==> config.mk <==
export PLATFORM = sky130hd
export DESIGN_NAME = link_diag_status
export DESIGN_NICKNAME = d
export VERILOG_FILES = /design/src/rtl/lds_pkg.sv /design/src/rtl/lds_sticky.sv /design/src/rtl/lds_pol.sv /design/src/rtl/lds_readmux.sv /design/src/rtl/link_diag_status.sv
export SDC_FILE = /design/constraint.sdc
export NUM_CORES = 1
export LEC_CHECK = 0
export BUFFER_PORTS_ARGS = -buffer_cell sky130_fd_sc_hd__buf_2
export CAP_MARGIN = 20
export CELL_PAD_IN_SITES_DETAIL_PLACEMENT = 1
export CELL_PAD_IN_SITES_GLOBAL_PLACEMENT = 1
export CORE_MARGIN = 2
export CORE_UTILIZATION = 21
export DETAILED_ROUTE_END_ITERATION = 7
export GPL_ROUTABILITY_DRIVEN = 1
export HOLD_SLACK_MARGIN = 0.15
export PLACE_DENSITY_LB_ADDON = 0.1
export SETUP_SLACK_MARGIN = 0.05
export SYNTH_ARGS = -nofsm -noshare
export SYNTH_HDL_FRONTEND = slang
export SYNTH_SLANG_ARGS = --single-unit
==> constraint.sdc <==
create_clock -name clk_i -period 2.5 [get_ports clk_i]
set_clock_uncertainty 0.15 [all_clocks]
set_input_delay 0.125 -clock clk_i [delete_from_list [all_inputs] [get_ports clk_i]]
set_output_delay 0.125 -clock clk_i [all_outputs]
set_load 0.01 [all_outputs]
==> src/rtl/lds_pkg.sv <==
package lds_pkg;
  typedef enum logic [1:0] {
    SEL_POL    = 2'd0,
    SEL_STICKY = 2'd1,
    SEL_CTRL   = 2'd2,
    SEL_NONE   = 2'd3
  } sel_e;
endpackage

==> src/rtl/lds_sticky.sv <==
module lds_sticky (
  input  logic clk_i,
  input  logic rst_ni,
  input  logic set_i,
  input  logic clr_i,
  output logic flag_o
);
  always_ff @(posedge clk_i or negedge rst_ni) begin
    if (!rst_ni)    flag_o <= 1'b0;
    else if (set_i) flag_o <= 1'b1;   // set beats read-clear
    else if (clr_i) flag_o <= 1'b0;
  end
endmodule

==> src/rtl/lds_pol.sv <==
module lds_pol #(
  parameter int NUM_PAIRS = 4
) (
  input  logic                 gig_link_i,
  input  logic                 corr_dis_i,
  input  logic [NUM_PAIRS-1:0] pair_pol_i,
  output logic [NUM_PAIRS-1:0] pol_rpt_o,
  output logic [NUM_PAIRS-1:0] pol_eff_o
);
  for (genvar p = 0; p < NUM_PAIRS; p++) begin : g_pair
    assign pol_rpt_o[p] = gig_link_i & pair_pol_i[p];
    assign pol_eff_o[p] = ~corr_dis_i & pair_pol_i[p];
  end
endmodule

==> src/rtl/lds_readmux.sv <==
module lds_readmux #(
  parameter int NUM_PAIRS = 4,
  parameter int DATA_W    = 16
) (
  input  logic                 clk_i,
  input  logic                 rst_ni,
  input  logic                 rd_stb_i,
  input  lds_pkg::sel_e        sel_i,
  input  logic [NUM_PAIRS-1:0] pol_rpt_i,
  input  logic                 sticky_i,
  input  logic                 corr_dis_i,
  output logic [DATA_W-1:0]    rd_data_o
);
  import lds_pkg::*;
  logic [DATA_W-1:0] mux_d;

  always_comb begin
    mux_d = '0;
    unique case (sel_i)
      SEL_POL:    mux_d[NUM_PAIRS-1:0] = pol_rpt_i;
      SEL_STICKY: mux_d[0] = sticky_i;
      SEL_CTRL:   mux_d[0] = corr_dis_i;
      default:    mux_d = '0;
    endcase
  end

  always_ff @(posedge clk_i or negedge rst_ni) begin
    if (!rst_ni)       rd_data_o <= '0;
    else if (rd_stb_i) rd_data_o <= mux_d;
  end
endmodule

==> src/rtl/link_diag_status.sv <==
module link_diag_status #(
  parameter int NUM_PAIRS = 4,
  parameter int DATA_W    = 16
) (
  input  logic                 clk_i,
  input  logic                 rst_ni,
  input  logic                 an_done_i,
  input  logic                 link_up_i,
  input  logic                 gig_link_i,
  input  logic [NUM_PAIRS-1:0] pair_pol_i,
  input  logic [1:0]           addr_i,
  input  logic                 rd_stb_i,
  input  logic                 wr_stb_i,
  input  logic [DATA_W-1:0]    wr_data_i,
  output logic [DATA_W-1:0]    rd_data_o,
  output logic                 corr_en_o,
  output logic [NUM_PAIRS-1:0] pol_eff_o
);
  import lds_pkg::*;

  sel_e                 sel;
  logic                 set_ev, rd_clr, sticky_q, dis_q;
  logic [NUM_PAIRS-1:0] pol_rpt;
  logic                 unused_wr_hi;

  assign sel          = sel_e'(addr_i);
  assign set_ev       = an_done_i & ~link_up_i;
  assign rd_clr       = rd_stb_i & (sel == SEL_STICKY);
  assign unused_wr_hi = ^wr_data_i[DATA_W-1:1];

  always_ff @(posedge clk_i or negedge rst_ni) begin
    if (!rst_ni)                          dis_q <= 1'b0;
    else if (wr_stb_i && sel == SEL_CTRL) dis_q <= wr_data_i[0];
  end
  assign corr_en_o = ~dis_q;

  lds_sticky u_sticky (
    .clk_i  (clk_i),
    .rst_ni (rst_ni),
    .set_i  (set_ev),
    .clr_i  (rd_clr),
    .flag_o (sticky_q)
  );

  lds_pol #(.NUM_PAIRS(NUM_PAIRS)) u_pol (
    .gig_link_i (gig_link_i),
    .corr_dis_i (dis_q),
    .pair_pol_i (pair_pol_i),
    .pol_rpt_o  (pol_rpt),
    .pol_eff_o  (pol_eff_o)
  );

  lds_readmux #(.NUM_PAIRS(NUM_PAIRS), .DATA_W(DATA_W)) u_rd (
    .clk_i      (clk_i),
    .rst_ni     (rst_ni),
    .rd_stb_i   (rd_stb_i),
    .sel_i      (sel),
    .pol_rpt_i  (pol_rpt),
    .sticky_i   (sticky_q),
    .corr_dis_i (dis_q),
    .rd_data_o  (rd_data_o)
  );
endmodule

======== Word level (Yosys, flattened, before mapping) ========
Index checks and enable logic that the tools add are counted.
W data, S select, Z words.
word-level totals
  word-level logic and storage cells ...... 24
  output and inout bits ................... 21
  register bits after elaboration ......... 6
  input bits .............................. 29
operators by class
  eq/ne operators ......................... 2
  reductions and logical operators ........ 3
  bitwise gates (word level) .............. 12
  muxes and demuxes ....................... 4
operators by type and width
  kind                  count
  $and A1 B1 Y1         10
  $mux W3               1
  $pmux W1 S3           1
  $eq A2 B1 Y1 const B  1
  $eq A2 B2 Y1 const B  1
  $logic_not A2 Y1      1
  $mux W1               2
  $not A1 Y1            2
  $reduce_bool A2 Y1    1
  $logic_and A1 B1 Y1   1

======== Longest topological paths before layout ========
  depth in word-level cells ............... 4
  depth in mapped cells ................... 4
  mapped depth without buffers ............ 3

======== Hierarchy ========
Synthesis repeated with hierarchy kept, for this count alone.
second synthesis, totals
  cell total of the unflattened synthesis .. 51
  area, all modules ....................... 471.7 um^2
by module, submodules not included
  module            area an instance (um^2)  times used  cells each  seq. area each (um^2)
  lds_readmux       307.8                    1           33          100.1
  link_diag_status  77.6                     1           7           25.0
  lds_pol           50.0                     1           8           0.0
  lds_sticky        36.3                     1           3           25.0

======== Least setup slack after synthesis ========
Ideal clock, no wire load.
  kind .................................... reg-to-reg
  start point ............................. reg dis_q
  end point ............................... reg u_rd.rd_data_o[0]
  arrival ................................. 813 ps
  stages on the path, launching flop included .. 4
  slack ................................... 1407 ps
  path buffers ............................ 0
  path through ............................ dfrtp_1 -> and3b_1 -> o21ai_2 -> o221ai_2
on the way
  longest elaborated chain between the ends .. 1
RTL lines
  item                    line                    source
  from (decl)             link_diag_status.sv:22  logic set_ev, rd_clr, sticky_q, dis_q;
  from (signal assigned)  link_diag_status.sv:33  else if (wr_stb_i && sel == SEL_CTRL) dis_q <= wr_data_i[0];
  $pmux W1 S3             lds_readmux.sv:19       unique case (sel_i)
  to (signal assigned)    lds_readmux.sv:29       else if (rd_stb_i) rd_data_o <= mux_d;
  to (decl)               lds_readmux.sv:12       output logic [DATA_W-1:0] rd_data_o
Every way passes these cells.
A chain may end at the register's enable or synchronous reset.

======== Worst setup path after layout ========
  start point ............................. in pair_pol_i[0]
  end point ............................... reg u_rd.rd_data_o[0]
on the way
  longest elaborated chain between the ends .. 2
RTL lines
  item           line                    source
  from (decl)    link_diag_status.sv:10  input logic [NUM_PAIRS-1:0] pair_pol_i,
  $and A1 B1 Y1  lds_pol.sv:11           assign pol_rpt_o[p] = gig_link_i & pair_pol_i[p];
  $pmux W1 S3    lds_readmux.sv:19
Every way passes these cells.

==> impl_metrics.ini <==
[detailed_routing]
drt_iter0_markers = 1
wl_mm = 1.09
dr_total_vias = 443
firstDrtPassIters = 2
drcViolationCount = 0
wl_per_cell_um = 9.32
ant_nets = 0
via_per_inst = 3.79

[synth]
avgSynthCellArea_um2 = 8.58
postSynth.asyncResetShare = 1.00
synth_area_um2 = 420
ys_ff_latch = 6
synth_flop_cell = dfrtp_1
synth_most_common_cell = buf_4
synth_top_area_frac = 0.357
synth.distinct_cells = 16
yosysWarnings = 0
synthTopCellsByCount = 13 x buf_4, 6 x dfrtp_1, 6 x inv_1, 6 x nand2_1, 4 x nor2b_1
yosysTopAreaCell = dfrtp_1
yosysSeqAreaShare = 0.357
synth.area.top_cells = dfrtp_1 36%, buf_4 23%, nor2b_1 6.0%
syn_inst = 49
synth_edf_count = 0

[cts]
cts.reportedPaths.clkPinSlew_ns = 0.04
holdBufCountCts = 18
cts_max_path_buffers = 2
postCtsSetupRepairBufs = 0
ctsResizeCount = 0
cts_made_buffers = 3
cts_tree = done
clk_latency_ns = 0.24
cts_sinks = 6
root_buffer = clkbuf_4
h-tree-depth = 1

[global_routing]
grt_pass1_wl_mm = 1.78
grt_overflow_total = 0
first_global_vias = 424
grt_max_degree = 11
antenna_found_initial = 0
grt.total_usage = 0.0977

[placed_design]
numPortBuffers = 22
gp_congestion = 0.587
post-dp-hpwl_um = 735
place_area_um2 = 508

[worst_setup_path]
arrival_ns = 2.02
critPathMaxFanout = 2
critical_path.startpoint_type = primary input
critPathKind = primary input to flip-flop
reg2regPathDepth = 4
rrSetupSlack_ns = 0.77
rr_endpoint = u_rd.rd_data_o[0]
rr_startpoint = dis_q
end_kind = flip-flop
cp.required_ns = 2.48

[timing]
fin_hold_ws_ns = 0.521
setup_tns_ns = 0
rsz0062_at_grt = false
finalMaxSlewViolations = 0
finalHoldViolations = 0
fmax_mhz = 488
period_minus_slack_ns = 2.05
setup_viol = 0
period_share = 0.820

[floorplan]
die_x_um = 48.7
die_h_um = 48.7
die-area_um2 = 2380
coreArea_um2 = 1920
pin_count = 50
floorplan.rows = 16
start_util = 0.219

[cells_and_area]
nets = 121
stdcell_area_um2 = 711
synthToLayoutAreaGrowth_pct = 69.0
regArea_um2 = 150
antenna_cells = 0
multiInputGateArea_um2 = 191
final_util = 0.370
drive_gt1_frac = 0.322
nFillCells = 255

[hold_path]
hold_class = primary input to flip-flop
min_to = u_sticky.flag_o
min-delay-start = an_done_i
hold_path_depth = 4

[power_and_ir_drop]
ir_worst_vdd_mv = 0.230
total_leakage_power_nw = 0.375
p_per_area_nw_per_um2 = 428

[job]
cap_violations = 0

[outcome]
status = completed
worst max-delay path, cell delays in order:
cell and delay, ns:
dlygate4sd3_1 0.53, buf_2 0.12, nand2_1 0.05, dlygate4sd3_1 0.56, o221ai_2 0.08, dlygate4sd3_1 0.56
kinds of logic (layout without fill, tap and decap cells):
group           after synthesis  after routing  share of synthesized area
buf+inv                      19             49                      0.286
compound gates                6              6                      0.113
simple gates                 16             16                      0.208
other cells                   1             12                    0.00892
mux                           1              1                     0.0268
flops                         6              6                      0.357
flip-flops by register name, indices dropped and copies added (netlist names):
register,count
dis_q,1
u_rd.rd_data_o,4
u_sticky.flag_o,1
cells in the final DEF, fill, tap and decap left out:
| cell | instances |
|---|---|
| o22ai_1 | 3 |
| o21ai_1 | 1 |
| dfrtp_1 | 6 |
| conb_1 | 12 |
| nor2_1 | 2 |
| and3b_2 | 1 |
| nand2_1 | 6 |
| clkbuf_4 | 3 |
| inv_1 | 6 |
| nand2_2 | 1 |
| mux2_1 | 1 |
| nand3b_1 | 1 |
| o21ai_2 | 1 |
| buf_2 | 22 |
| and3b_1 | 1 |
| nor2b_1 | 4 |
| o221ai_2 | 1 |
| dlygate4sd3_1 | 18 |
power by group:
| group | internal [W] | total, W | switching [W] |
|---|---|---|---|
| logic | 0.0000537 | 0.0000988 | 0.0000451 |
| clock network | 0.0000544 | 0.0000905 | 0.0000361 |
| registers | 0.000106 | 0.000115 | 0.00000844 |
| total | 0.000214 | 0.000304 | 0.0000897 |
stage by stage:
stage | setup WS (ns) | power [W] | instances
5_1_grt | 0.375 | 0.000329 | 117
4_1_cts | 0.464 | 0.000307 | 117
3_5_place_dp | 1.31 | 0.000188 | 96
2_1_floorplan | 1.41 | 0.000169 | 60
3_3_place_gp | 1.32 | 0.000188 | 96
6_report | 0.450 | 0.000304 | 117
routing by layer:
layer / share of wire / up-vias / GRT usage
met5: 0 / - / 0
met4: 0 / 0 / 0.0143
met3: 0.087 / 0 / 0.0463
met2: 0.56 / 20 / 0.183
met1: 0.35 / 210 / 0.0996
li1: - / 213 / -
final cells by class:
| type | count | share of cell area |
|---|---|---|
| clock buffer | 3 | 0.0317 |
| sequential | 6 | 0.211 |
| inverter | 6 | 0.0317 |
| timing repair buffer | 40 | 0.408 |
| tap | 27 | 0.0475 |
| multi-input combinational | 35 | 0.269 |
worst max-delay path by stage:
stage | to | from | slack, ns
6_report | u_rd.rd_data_o[0] | pair_pol_i[0] | 0.45
5_1_grt | u_rd.rd_data_o[0] | pair_pol_i[0] | 0.38
4_1_cts | u_rd.rd_data_o[0] | pair_pol_i[0] | 0.46
3_5_place_dp | u_rd.rd_data_o[0] | dis_q | 1.31
3_3_place_gp | u_rd.rd_data_o[0] | dis_q | 1.32
2_1_floorplan | u_rd.rd_data_o[0] | dis_q | 1.41
(Power assumes the default switching activity.)
